`src/rtl/slot_pwr_pkg.sv`:
```
`timescale 1ns/1ps
// Shared types for the slot power sequencer: internal state encoding and
// the mapping onto the externally visible status code.
package slot_pwr_pkg;

    typedef enum logic [2:0] {
        SEQ_IDLE    = 3'd0,
        SEQ_POWER   = 3'd1,
        SEQ_WAIT    = 3'd2,
        SEQ_CONNECT = 3'd3,
        SEQ_ACTIVE  = 3'd4,
        SEQ_FAULT   = 3'd5
    } seq_state_t;

    localparam logic [2:0] STAT_IDLE   = 3'd0;
    localparam logic [2:0] STAT_POWER  = 3'd1;
    localparam logic [2:0] STAT_WAIT   = 3'd2;
    localparam logic [2:0] STAT_ACTIVE = 3'd3;
    localparam logic [2:0] STAT_FAULT  = 3'd4;

    // Map an internal state onto the five-value status code.
    function automatic logic [2:0] state_to_status(input seq_state_t st);
        case (st)
            SEQ_IDLE:    return STAT_IDLE;
            SEQ_POWER:   return STAT_POWER;
            SEQ_WAIT,
            SEQ_CONNECT: return STAT_WAIT;
            SEQ_ACTIVE:  return STAT_ACTIVE;
            default:     return STAT_FAULT;
        endcase
    endfunction

endpackage

```
`src/rtl/slot_sync.sv`:
```
`timescale 1ns/1ps
// Multi-bit synchroniser chain for independent asynchronous level inputs.
// Each bit is retimed through STAGES flops on its own; no bus coherency is
// assumed between bits. The reset value is chosen per bit so that each
// input starts at its inactive level.
module slot_sync #(
    parameter int              W       = 4,
    parameter int              STAGES  = 2,
    parameter logic [W-1:0]    RST_VAL = '0
) (
    input  logic         clk,
    input  logic         rst_n,
    input  logic [W-1:0] d_i,
    output logic [W-1:0] q_o
);

    logic [W-1:0] stg [STAGES];

    for (genvar s = 0; s < STAGES; s++) begin : g_stage
        if (s == 0) begin : g_first
            // First stage: capture the raw asynchronous inputs.
            always_ff @(posedge clk) begin
                if (!rst_n) stg[0] <= RST_VAL;
                else        stg[0] <= d_i;
            end
        end else begin : g_next
            // Later stages: let metastability settle.
            always_ff @(posedge clk) begin
                if (!rst_n) stg[s] <= RST_VAL;
                else        stg[s] <= stg[s-1];
            end
        end
    end

    assign q_o = stg[STAGES-1];

endmodule

```
`src/rtl/slot_timer.sv`:
```
`timescale 1ns/1ps
// Saturating cycle counter used for all sequencer intervals.
// Assumes the controller pulses clr_i on every state change, so the count
// reads the number of cycles spent in the current state.
module slot_timer #(
    parameter int CNT_W = 8
) (
    input  logic             clk,
    input  logic             rst_n,
    input  logic             clr_i,
    output logic [CNT_W-1:0] cnt_o
);

    // Count up, restart on clear, hold at the top value.
    always_ff @(posedge clk) begin
        if (!rst_n || clr_i)  cnt_o <= '0;
        else if (cnt_o != '1) cnt_o <= cnt_o + 1'b1;
    end

endmodule

```
`src/rtl/slot_fsm.sv`:
```
`timescale 1ns/1ps
// Sequencing state machine. Enforces: isolate, power, power-good, time-out,
// connect, release. Handles fault shutdown with a minimum enable-low pulse,
// and card removal. Assumes all inputs are already synchronised and cnt_i
// counts cycles since the last state change.
module slot_fsm
    import slot_pwr_pkg::*;
#(
    parameter int PG_MAX_CYC    = 64,
    parameter int RST_TO_CYC    = 20,
    parameter int PULSE_MIN_CYC = 8,
    parameter int FLT_BLANK_CYC = 4,
    parameter int CNT_W         = 8
) (
    input  logic             clk,
    input  logic             rst_n,
    input  logic             occupied_i,
    input  logic             pgood_i,
    input  logic             fault_i,
    input  logic [CNT_W-1:0] cnt_i,
    output logic             cnt_clr_o,
    output logic             slot_rst_n_o,
    output logic             bus_en_o,
    output logic             pwr_en_o,
    output logic [2:0]       status_o
);

    localparam logic [CNT_W-1:0] PG_LAST    = CNT_W'(PG_MAX_CYC - 1);
    localparam logic [CNT_W-1:0] TO_LAST    = CNT_W'(RST_TO_CYC - 1);
    localparam logic [CNT_W-1:0] PULSE_LAST = CNT_W'(PULSE_MIN_CYC - 1);
    localparam logic [CNT_W-1:0] BLANK_END  = CNT_W'(FLT_BLANK_CYC);

    seq_state_t state_q, state_d;
    logic       fault_live;

    // Faults during early power-up are blanked while the latch settles.
    assign fault_live = fault_i && ((state_q != SEQ_POWER) || (cnt_i >= BLANK_END));

    // Next-state selection; removal beats fault, fault beats progress.
    always_comb begin
        state_d = state_q;
        case (state_q)
            SEQ_IDLE: begin
                if (occupied_i) state_d = SEQ_POWER;
            end
            SEQ_POWER: begin
                if (!occupied_i)          state_d = SEQ_IDLE;
                else if (fault_live)      state_d = SEQ_FAULT;
                else if (pgood_i)         state_d = SEQ_WAIT;
                else if (cnt_i >= PG_LAST) state_d = SEQ_FAULT;
            end
            SEQ_WAIT: begin
                if (!occupied_i)          state_d = SEQ_IDLE;
                else if (fault_live)      state_d = SEQ_FAULT;
                else if (cnt_i >= TO_LAST) state_d = SEQ_CONNECT;
            end
            SEQ_CONNECT: begin
                if (!occupied_i)     state_d = SEQ_IDLE;
                else if (fault_live) state_d = SEQ_FAULT;
                else                 state_d = SEQ_ACTIVE;
            end
            SEQ_ACTIVE: begin
                if (!occupied_i)     state_d = SEQ_IDLE;
                else if (fault_live) state_d = SEQ_FAULT;
            end
            SEQ_FAULT: begin
                if (cnt_i >= PULSE_LAST) state_d = SEQ_IDLE;
            end
            default: state_d = SEQ_IDLE;
        endcase
    end

    // State register.
    always_ff @(posedge clk) begin
        if (!rst_n) state_q <= SEQ_IDLE;
        else        state_q <= state_d;
    end

    assign cnt_clr_o = (state_d != state_q);

    // Slot output decode from the registered state only.
    always_comb begin
        pwr_en_o     = (state_q == SEQ_POWER) || (state_q == SEQ_WAIT) ||
                       (state_q == SEQ_CONNECT) || (state_q == SEQ_ACTIVE);
        bus_en_o     = (state_q == SEQ_CONNECT) || (state_q == SEQ_ACTIVE);
        slot_rst_n_o = (state_q == SEQ_ACTIVE);
        status_o     = state_to_status(state_q);
    end

endmodule

```
`src/rtl/slot_pwr_seq.sv`:
```
`timescale 1ns/1ps
// Top of the hot-swap slot power sequencer. Synchronises the asynchronous
// slot inputs, derives slot occupancy, and drives reset, bus switch and
// power enable through the sequencing state machine. Assumes the external
// power controller latches faults until its enable is cycled.
module slot_pwr_seq #(
    parameter int PRES_W        = 2,
    parameter int PG_MAX_CYC    = 64,
    parameter int RST_TO_CYC    = 20,
    parameter int PULSE_MIN_CYC = 8,
    parameter int FLT_BLANK_CYC = 4,
    parameter int SYNC_STAGES   = 2
) (
    input  logic              clk,
    input  logic              rst_n,
    input  logic [PRES_W-1:0] card_sense_i,
    input  logic              op_insert_i,
    input  logic              pgood_i,
    input  logic              fault_n_i,
    output logic              slot_rst_n_o,
    output logic              bus_en_o,
    output logic              pwr_en_o,
    output logic [2:0]        status_o
);

    localparam int MAX_AB  = (PG_MAX_CYC > RST_TO_CYC) ? PG_MAX_CYC : RST_TO_CYC;
    localparam int MAX_CD  = (PULSE_MIN_CYC > FLT_BLANK_CYC) ? PULSE_MIN_CYC : FLT_BLANK_CYC;
    localparam int MAX_CYC = (MAX_AB > MAX_CD) ? MAX_AB : MAX_CD;
    localparam int CNT_W   = $clog2(MAX_CYC + 1) + 1;
    localparam int SYN_W   = PRES_W + 3;
    localparam logic [SYN_W-1:0] SYN_RST = {1'b1, 1'b0, 1'b0, {PRES_W{1'b1}}};

    logic [SYN_W-1:0]  syn_q;
    logic [PRES_W-1:0] sense_s;
    logic              op_s, pg_s, fault_n_s, occupied;
    logic              cnt_clr;
    logic [CNT_W-1:0]  cnt;

    slot_sync #(
        .W       (SYN_W),
        .STAGES  (SYNC_STAGES),
        .RST_VAL (SYN_RST)
    ) u_sync (
        .clk   (clk),
        .rst_n (rst_n),
        .d_i   ({fault_n_i, pgood_i, op_insert_i, card_sense_i}),
        .q_o   (syn_q)
    );

    assign {fault_n_s, pg_s, op_s, sense_s} = syn_q;

    // An empty slot pulls every sense bit high; an operator level also counts.
    assign occupied = (~&sense_s) | op_s;

    slot_timer #(
        .CNT_W (CNT_W)
    ) u_timer (
        .clk   (clk),
        .rst_n (rst_n),
        .clr_i (cnt_clr),
        .cnt_o (cnt)
    );

    slot_fsm #(
        .PG_MAX_CYC    (PG_MAX_CYC),
        .RST_TO_CYC    (RST_TO_CYC),
        .PULSE_MIN_CYC (PULSE_MIN_CYC),
        .FLT_BLANK_CYC (FLT_BLANK_CYC),
        .CNT_W         (CNT_W)
    ) u_fsm (
        .clk          (clk),
        .rst_n        (rst_n),
        .occupied_i   (occupied),
        .pgood_i      (pg_s),
        .fault_i      (~fault_n_s),
        .cnt_i        (cnt),
        .cnt_clr_o    (cnt_clr),
        .slot_rst_n_o (slot_rst_n_o),
        .bus_en_o     (bus_en_o),
        .pwr_en_o     (pwr_en_o),
        .status_o     (status_o)
    );

endmodule

```
`config.mk`:
```
export PLATFORM = sky130hd
export DESIGN_NAME = slot_pwr_seq
export DESIGN_NICKNAME = d
export VERILOG_FILES = /design/src/rtl/slot_pwr_pkg.sv /design/src/rtl/slot_sync.sv /design/src/rtl/slot_timer.sv /design/src/rtl/slot_fsm.sv /design/src/rtl/slot_pwr_seq.sv
export SDC_FILE = /design/constraint.sdc
export NUM_CORES = 1
export LEC_CHECK = 0
export BUFFER_PORTS_ARGS = -buffer_cell sky130_fd_sc_hd__buf_4
export CORE_AREA = 2 2 47 49
export CTS_BUF_LIST = sky130_fd_sc_hd__clkbuf_2 sky130_fd_sc_hd__clkbuf_4 sky130_fd_sc_hd__clkbuf_8
export DETAILED_ROUTE_END_ITERATION = 16
export DIE_AREA = 0 0 49 51
export GPL_ROUTABILITY_DRIVEN = 0
export GPL_TIMING_DRIVEN = 0
export HOLD_SLACK_MARGIN = 0.08
export PLACE_DENSITY = 0.76
export SYNTH_ARGS = -nofsm -noshare
export SYNTH_HDL_FRONTEND = slang
export SYNTH_SLANG_ARGS = --single-unit
```
`constraint.sdc`:
```
create_clock -name clk -period 5.8 [get_ports clk]
set_clock_uncertainty 0.2 [all_clocks]
set_input_delay 0.58 -clock clk [delete_from_list [all_inputs] [get_ports clk]]
set_output_delay 0.58 -clock clk [all_outputs]
set_load 0.02 [all_outputs]
```
# Yosys cells after proc, flatten, opt, wreduce, memory -nomap -nowiden
# Memories as Yosys holds them, arrays and structs flattened.
# Index checks and enable logic that the tools add are counted.
dict set report word_totals {
  mem_count 1
  elab_cells 51
  reg_bits 11
  inputBits 7
  ram_bits 10
  output_inout_bits 6
}
# memory words width read_ports rd_ports_with_merged_regs wr line
set memory_table {}
lappend memory_table {u_sync.stg 2 5 2 0 2 slot_sync.sv:17} ;# logic [W-1:0] stg [STAGES];
dict set report classes {
  n_bitwise 4
  mux 19
  n_eq_ne 8
  magnitude_cmp 4
  reduce_logical 12
  addsub 1
}
# cell n
set ops {}
lappend ops {{$mux 3} 12}
lappend ops {{$pmux 3 s6} 1}
lappend ops {{$ge 8x3->1 const B} 2}
lappend ops {{$pmux 3 s4} 1}
lappend ops {{$mux 5} 2}
lappend ops {{$add 8x1->8 const B} 1}
lappend ops {{$ge 8x5->1 const B} 1}
lappend ops {{$ge 8x6->1 const B} 1}
lappend ops {{$ne 8x8->1 const B} 1}
lappend ops {{$eq 3x2->1 const B} 2}
lappend ops {{$eq 3x3->1 const B} 2}
lappend ops {{$logic_or 1x1->1} 6}
lappend ops {{$eq 3x1->1 const B} 1}
lappend ops {{$logic_not 3->1} 1}
lappend ops {{$mux 1} 3}
lappend ops {{$ne 3x1->1 const B} 1}
lappend ops {{$ne 3x3->1} 1}
lappend ops {{$or 1x1->1} 3}
lappend ops {{$logic_not 1->1} 2}
lappend ops {{$reduce_and 2->1} 1}
lappend ops {{$reduce_or 2->1} 1}
lappend ops {{$logic_and 1x1->1} 1}
lappend ops {{$not 1->1} 1}

# Depth between registers and ports, before layout
dict set report logic_depth {
  word_depth 8
  mapped_depth 7
  depth_no_buf 6
}

# Hierarchy
# A second synthesis with hierarchy kept.
dict set report hier_totals {
  hier_cells 131
  hier_area_um2 1092.3
}
# module seq_area_each_um2 area_each_um2 n_inst cells_per_inst
set modules_own_cells {}
lappend modules_own_cells {slot_fsm 60.1 442.9 1 66}
lappend modules_own_cells {slot_timer 160.2 375.4 1 43}
lappend modules_own_cells {slot_sync 200.2 262.8 1 20}
lappend modules_own_cells {slot_pwr_seq 0.0 11.3 1 2}

# Worst setup path before layout
# Ideal clock, no wire load.
dict set report synth_path {
  path_type {reg-to-reg}
  startpoint {reg u_timer.cnt_o[0]}
  endpoint {reg u_timer.cnt_o[6]}
  synth_period_minus_slack_ns 2.045
  stages_incl_launch_ff 8
  arrival_time_ns 1.765
  setup_time_ns 0.079
  n_path_buf 1
  setup_slack_ns 3.755
  path_cell_list {dfxtp_1 > ha_1 > and3_1 > buf_6 > a311o_1 > o2111ai_2 > nand4_4 > a211oi_2}
}
dict set report synth_between {
  elab_chain_cells 8
  word_cells_on_any_way 23
  classes_between {add/sub (1); order compare (4); eq/ne (2); mux (13); reduce/logical (3)}
}
# element line
set synth_lines {}
lappend synth_lines {{start: declaration} slot_timer.sv:11} ;# output logic [CNT_W-1:0] cnt_o
lappend synth_lines {{start signal: assignment} slot_timer.sv:17} ;# else if (cnt_o != '1) cnt_o <= cnt_o + 1'b1;
lappend synth_lines {{$ge 8x6->1 or $ge 8x3->1 (tied branches)} {slot_fsm.sv:50, slot_fsm.sv:37}}
lappend synth_lines {{$mux 3 or $logic_or 1x1->1 (tied branches)} {slot_fsm.sv:50, slot_fsm.sv:37}}
lappend synth_lines {{$mux 3 or $logic_and 1x1->1 (tied branches)} {slot_fsm.sv:49, slot_fsm.sv:37}}
lappend synth_lines {{$mux 3, or another cell as far along} slot_fsm.sv:48} ;# else if (fault_live) state_d = SEQ_FAULT;
lappend synth_lines {{$mux 3, on equally long branches} n/a}
lappend synth_lines {{$pmux 3 s6} slot_fsm.sv:42} ;# case (state_q)
lappend synth_lines {{$ne 3x3->1} slot_fsm.sv:79} ;# assign cnt_clr_o = (state_d != state_q);
lappend synth_lines {{$logic_or 1x1->1} slot_timer.sv:16} ;# if (!rst_n || clr_i) cnt_o <= '0;
# Several ways; a longest one is shown, not always the timed one.
# A chain may end at the register's enable or synchronous reset.

# Worst setup path in the final report
# Ends and elaborated chain as after synthesis.

==> metrics.log <==
INFO  metric worst_path_max_delay_cell = sky130_fd_sc_hd__a311o_1
INFO  metric synth_cells = 128
INFO  metric setup_viol_count_final = 0
INFO  metric pwr_density_cell = 194.0 nW/µm²
INFO  metric layout_common_cells = 21 x sky130_fd_sc_hd__dfxtp_1, 16 x sky130_fd_sc_hd__nor2_1, 13 x sky130_fd_sc_hd__buf_4
INFO  metric core = 2063 µm²
INFO  metric viasPerCell = 5.488
INFO  metric design.portCount = 13
INFO  metric row_count = 17
INFO  metric layout.cells.most_common = sky130_fd_sc_hd__dfxtp_1
INFO  metric sequential_to_total_area_share_from_yosys_stat = 0.3725
INFO  metric pre_cts_slack = 3.594 ns
INFO  metric finalMaxSlewViolations = 0
INFO  metric die_width = 49 µm
INFO  metric sum_of_buffers_and_inverters_on_the_critical_path = 1
INFO  metric power.sequential.fraction = 0.615
INFO  metric dieHeight = 51 µm
INFO  metric synth_ff_type = sky130_fd_sc_hd__dfxtp_1
INFO  metric ctsResizeCount = 0
INFO  metric route.detailed.wl_per_inst = 11.44 µm
INFO  metric numPlacedInstances = 168
INFO  metric area_growth_syn_to_fin = 13.53%
INFO  metric post-cts-setup-buffer-count = 0
INFO  metric pin_count_of_the_biggest_net_entering_global_routing = 13
INFO  metric required_time_worst_endpoint = 5.83 ns
INFO  metric first_pass_iters = 4
INFO  metric cap_violations = 0
INFO  metric synth.lib_cells_used.distinct = 43
INFO  metric critical-path-top-delay-family = compound AO/OA/AOI/OAI gates
INFO  metric drtIter0Drc = 16
INFO  metric total_leakage_power = 0.5126 nW
INFO  metric detailed_place_hpwl = 1506 µm
INFO  metric async_reset_ff_frac = 0
INFO  metric p_sw_frac = 0.2410
INFO  metric grt_overflow_total = 0
INFO  metric clock_tree.htree_level_count = 1
INFO  metric finalCritPeriodShare = 0.3825
INFO  metric cts.sink_count = 21
INFO  metric drive_gt1_frac = 0.2361
INFO  metric worstSetupStartpointType = flip-flop
INFO  metric clock_latency_on_the_worst_skew_pair = 0.29 ns
INFO  metric class_of_the_tightest_hold_or_removal_check = reg2reg
INFO  metric track_usage = 0.1734
INFO  metric num_vias = 944
INFO  metric finalCriticalPeriod = 2.218 ns
INFO  metric placement.io_buffers = 12
INFO  metric worst_ir_drop_vdd = 0.0001753 V
INFO  metric post_layout_nonfiller_instances = 172
INFO  metric start_util = 0.5470
INFO  metric cts_root_buf = sky130_fd_sc_hd__clkbuf_4
INFO  metric finalNetCount = 154
INFO  metric ys_warn_count = 0
INFO  metric final_critical_path_setup_slack = 3.582 ns
INFO  metric power_frac_clock = 0.270
INFO  metric route.antenna.remaining_nets = 0
INFO  metric synth_area = 1129 µm²
INFO  metric postSynthAreaPerCell = 8.817 µm²
INFO  metric power.net_switching = 0.05990 mW
INFO  metric grt_antenna_before_repair = 0
INFO  metric finalHoldViolations = 0
INFO  metric combPwrFrac = 0.114
INFO  metric grt_setup_unrepaired = false
INFO  metric first_global_vias = 846
INFO  metric cts.path.max_buffers = 2
INFO  metric crit_path_cell_trace = ha_1 > and3_1 > buf_6 > a311o_1 > o2111ai_2 > nand4_4 > a211oi_2
INFO  metric remaining_design_rule_violation_count = 0
INFO  metric cp-end-kind = flip-flop
INFO  metric synthesis.nets = 137
INFO  metric multi_input_area = 621.8 µm²
INFO  metric dpl-instance-area = 1254 µm²
INFO  metric flip_flop_and_latch_area = 420.4 µm²
INFO  metric status = finished, final reports clean
INFO  metric totalNegativeSetupSlack = 0 ns
INFO  metric diodes = 0
INFO  metric arrival = 2.25 ns
INFO  metric clkSlewWorstSetupHoldPaths = 0.11 ns
INFO  metric worst-path-max-fanout = 9
INFO  metric filler_cell_count = 193
INFO  metric dieArea = 2499 µm²
INFO  metric ctsHoldBuffers = 0
INFO  metric final_cell_area = 1281 µm²
INFO  metric routed_wirelength = 1968 µm
INFO  metric internal-power = 0.1887 mW
INFO  metric ys_ff_latch = 21
INFO  metric timing.setup.critical_path_class = reg2reg
INFO  metric cts_buffers = 3
INFO  metric wire_length_of_the_first_global_routing_pass = 3415 µm
INFO  metric worst_slew_pin_slew = 0.3616 ns
INFO  metric achievable-frequency = 0.4508 GHz
INFO  metric critical-path-max-stage-delay = 0.37 ns
INFO  metric synth_enable_flop_cells = 0
INFO  metric slew_headroom = 0.7555
INFO  metric clock_tree_from_tritoncts = done
## worst reg2reg max path, cell delays in order (launching register included)
cell and delay [ns]:
sky130_fd_sc_hd__dfxtp_1 0.36, sky130_fd_sc_hd__ha_1 0.26, sky130_fd_sc_hd__and3_1 0.21, sky130_fd_sc_hd__buf_6 0.13
sky130_fd_sc_hd__a311o_1 0.37, sky130_fd_sc_hd__o2111ai_2 0.23, sky130_fd_sc_hd__nand4_4 0.20, sky130_fd_sc_hd__a211oi_2 0.18
## final timing paths
| kind | from | end | slack, ns | depth (start not counted) |
|---|---|---|---|---|
| worst max register to register | u_timer.cnt_o[0]$_SDFFE_PP0P_ | u_timer.cnt_o[6]$_SDFFE_PP0P_ | 3.58 | 7 |
| worst min register to register | u_sync.stg[0][1]$_SDFF_PN1_ | u_sync.stg[1][1]$_SDFF_PN1_ | 0.22 | 1 |
| worst max-delay path | u_timer.cnt_o[0]$_SDFFE_PP0P_ | u_timer.cnt_o[6]$_SDFFE_PP0P_ | 3.58 | 7 |
| worst min-delay path | u_sync.stg[0][1]$_SDFF_PN1_ | u_sync.stg[1][1]$_SDFF_PN1_ | 0.22 | 1 |
## cells in the mapped netlist (all sizes together) (2+ instances only)
master	n	share of area
and2b	2	0.016
o211ai	2	0.013
and2	4	0.022
a211o	2	0.018
ha	2	0.022
nor4b	4	0.031
nor3	3	0.018
and4	2	0.017
a21oi	6	0.027
nor2	16	0.053
dfxtp	21	0.37
nand2	7	0.023
buf	4	0.026
nand4	2	0.024
nand3	8	0.035
a31oi	2	0.011
o21ai	5	0.022
nand2b	8	0.044
clkbuf	3	0.028
inv	7	0.023
xnor2	2	0.016
## layout make-up
type                    count  share of cell area
repair buffers             12             0.07031
multi-input cells          93              0.4854
flip-flops and latches     21              0.3281
plain buffers               7             0.04687
clock inverters             1            0.003906
inverters                   7             0.02051
well taps                  28             0.02734
clock buffers               3             0.01758
## metrics by stage
stage / power (mW) / utilization / hold WS [ns]
detailed placement: 0.1849 / 0.6076 / 0.1921
CTS: 0.2518 / 0.6210 / 0.2194
floorplan: 0.1758 / - / 0.1863
finish: 0.2486 / 0.6210 / 0.2165
global route: 0.2618 / 0.6210 / 0.2375
global placement: 0.1842 / 0.6076 / 0.1905
## kinds of logic (layout without fill, tap and decap cells)
kind of cell,Yosys count,count (layout),synth area share
simple gates,61,61,0.3237
compound gates,27,27,0.1818
flops,21,21,0.3725
buf+inv,14,30,0.07650
xor+xnor,3,3,0.02329
fa+ha+maj,2,2,0.02217
## metal layers
metal  wire (µm)  vias to the layer above  track usage
li1            -                      487            -
met1         945                      436       0.2103
met2         944                       19       0.3014
met3          60                        2      0.02339
met4          18                        0      0.09048
met5           0                        -            0
## power by group through the flow
stage / Combinational (mW) / Clock (mW) / Sequential [mW]
final: 0.0284 / 0.0672 / 0.153
after detailed placement: 0.0286 / 0 / 0.156
after floorplan: 0.0202 / 0 / 0.156
after CTS: 0.0287 / 0.0701 / 0.153
after global routing: 0.0322 / 0.0759 / 0.154
after global placement: 0.0280 / 0 / 0.156
## sequential cells by signal, indices dropped and copies added, names as in the netlist
signal and flops:
u_sync.stg 10, u_timer.cnt_o 8, u_fsm.state_q 3
No activity file was read; power rests on OpenSTA's default activity.
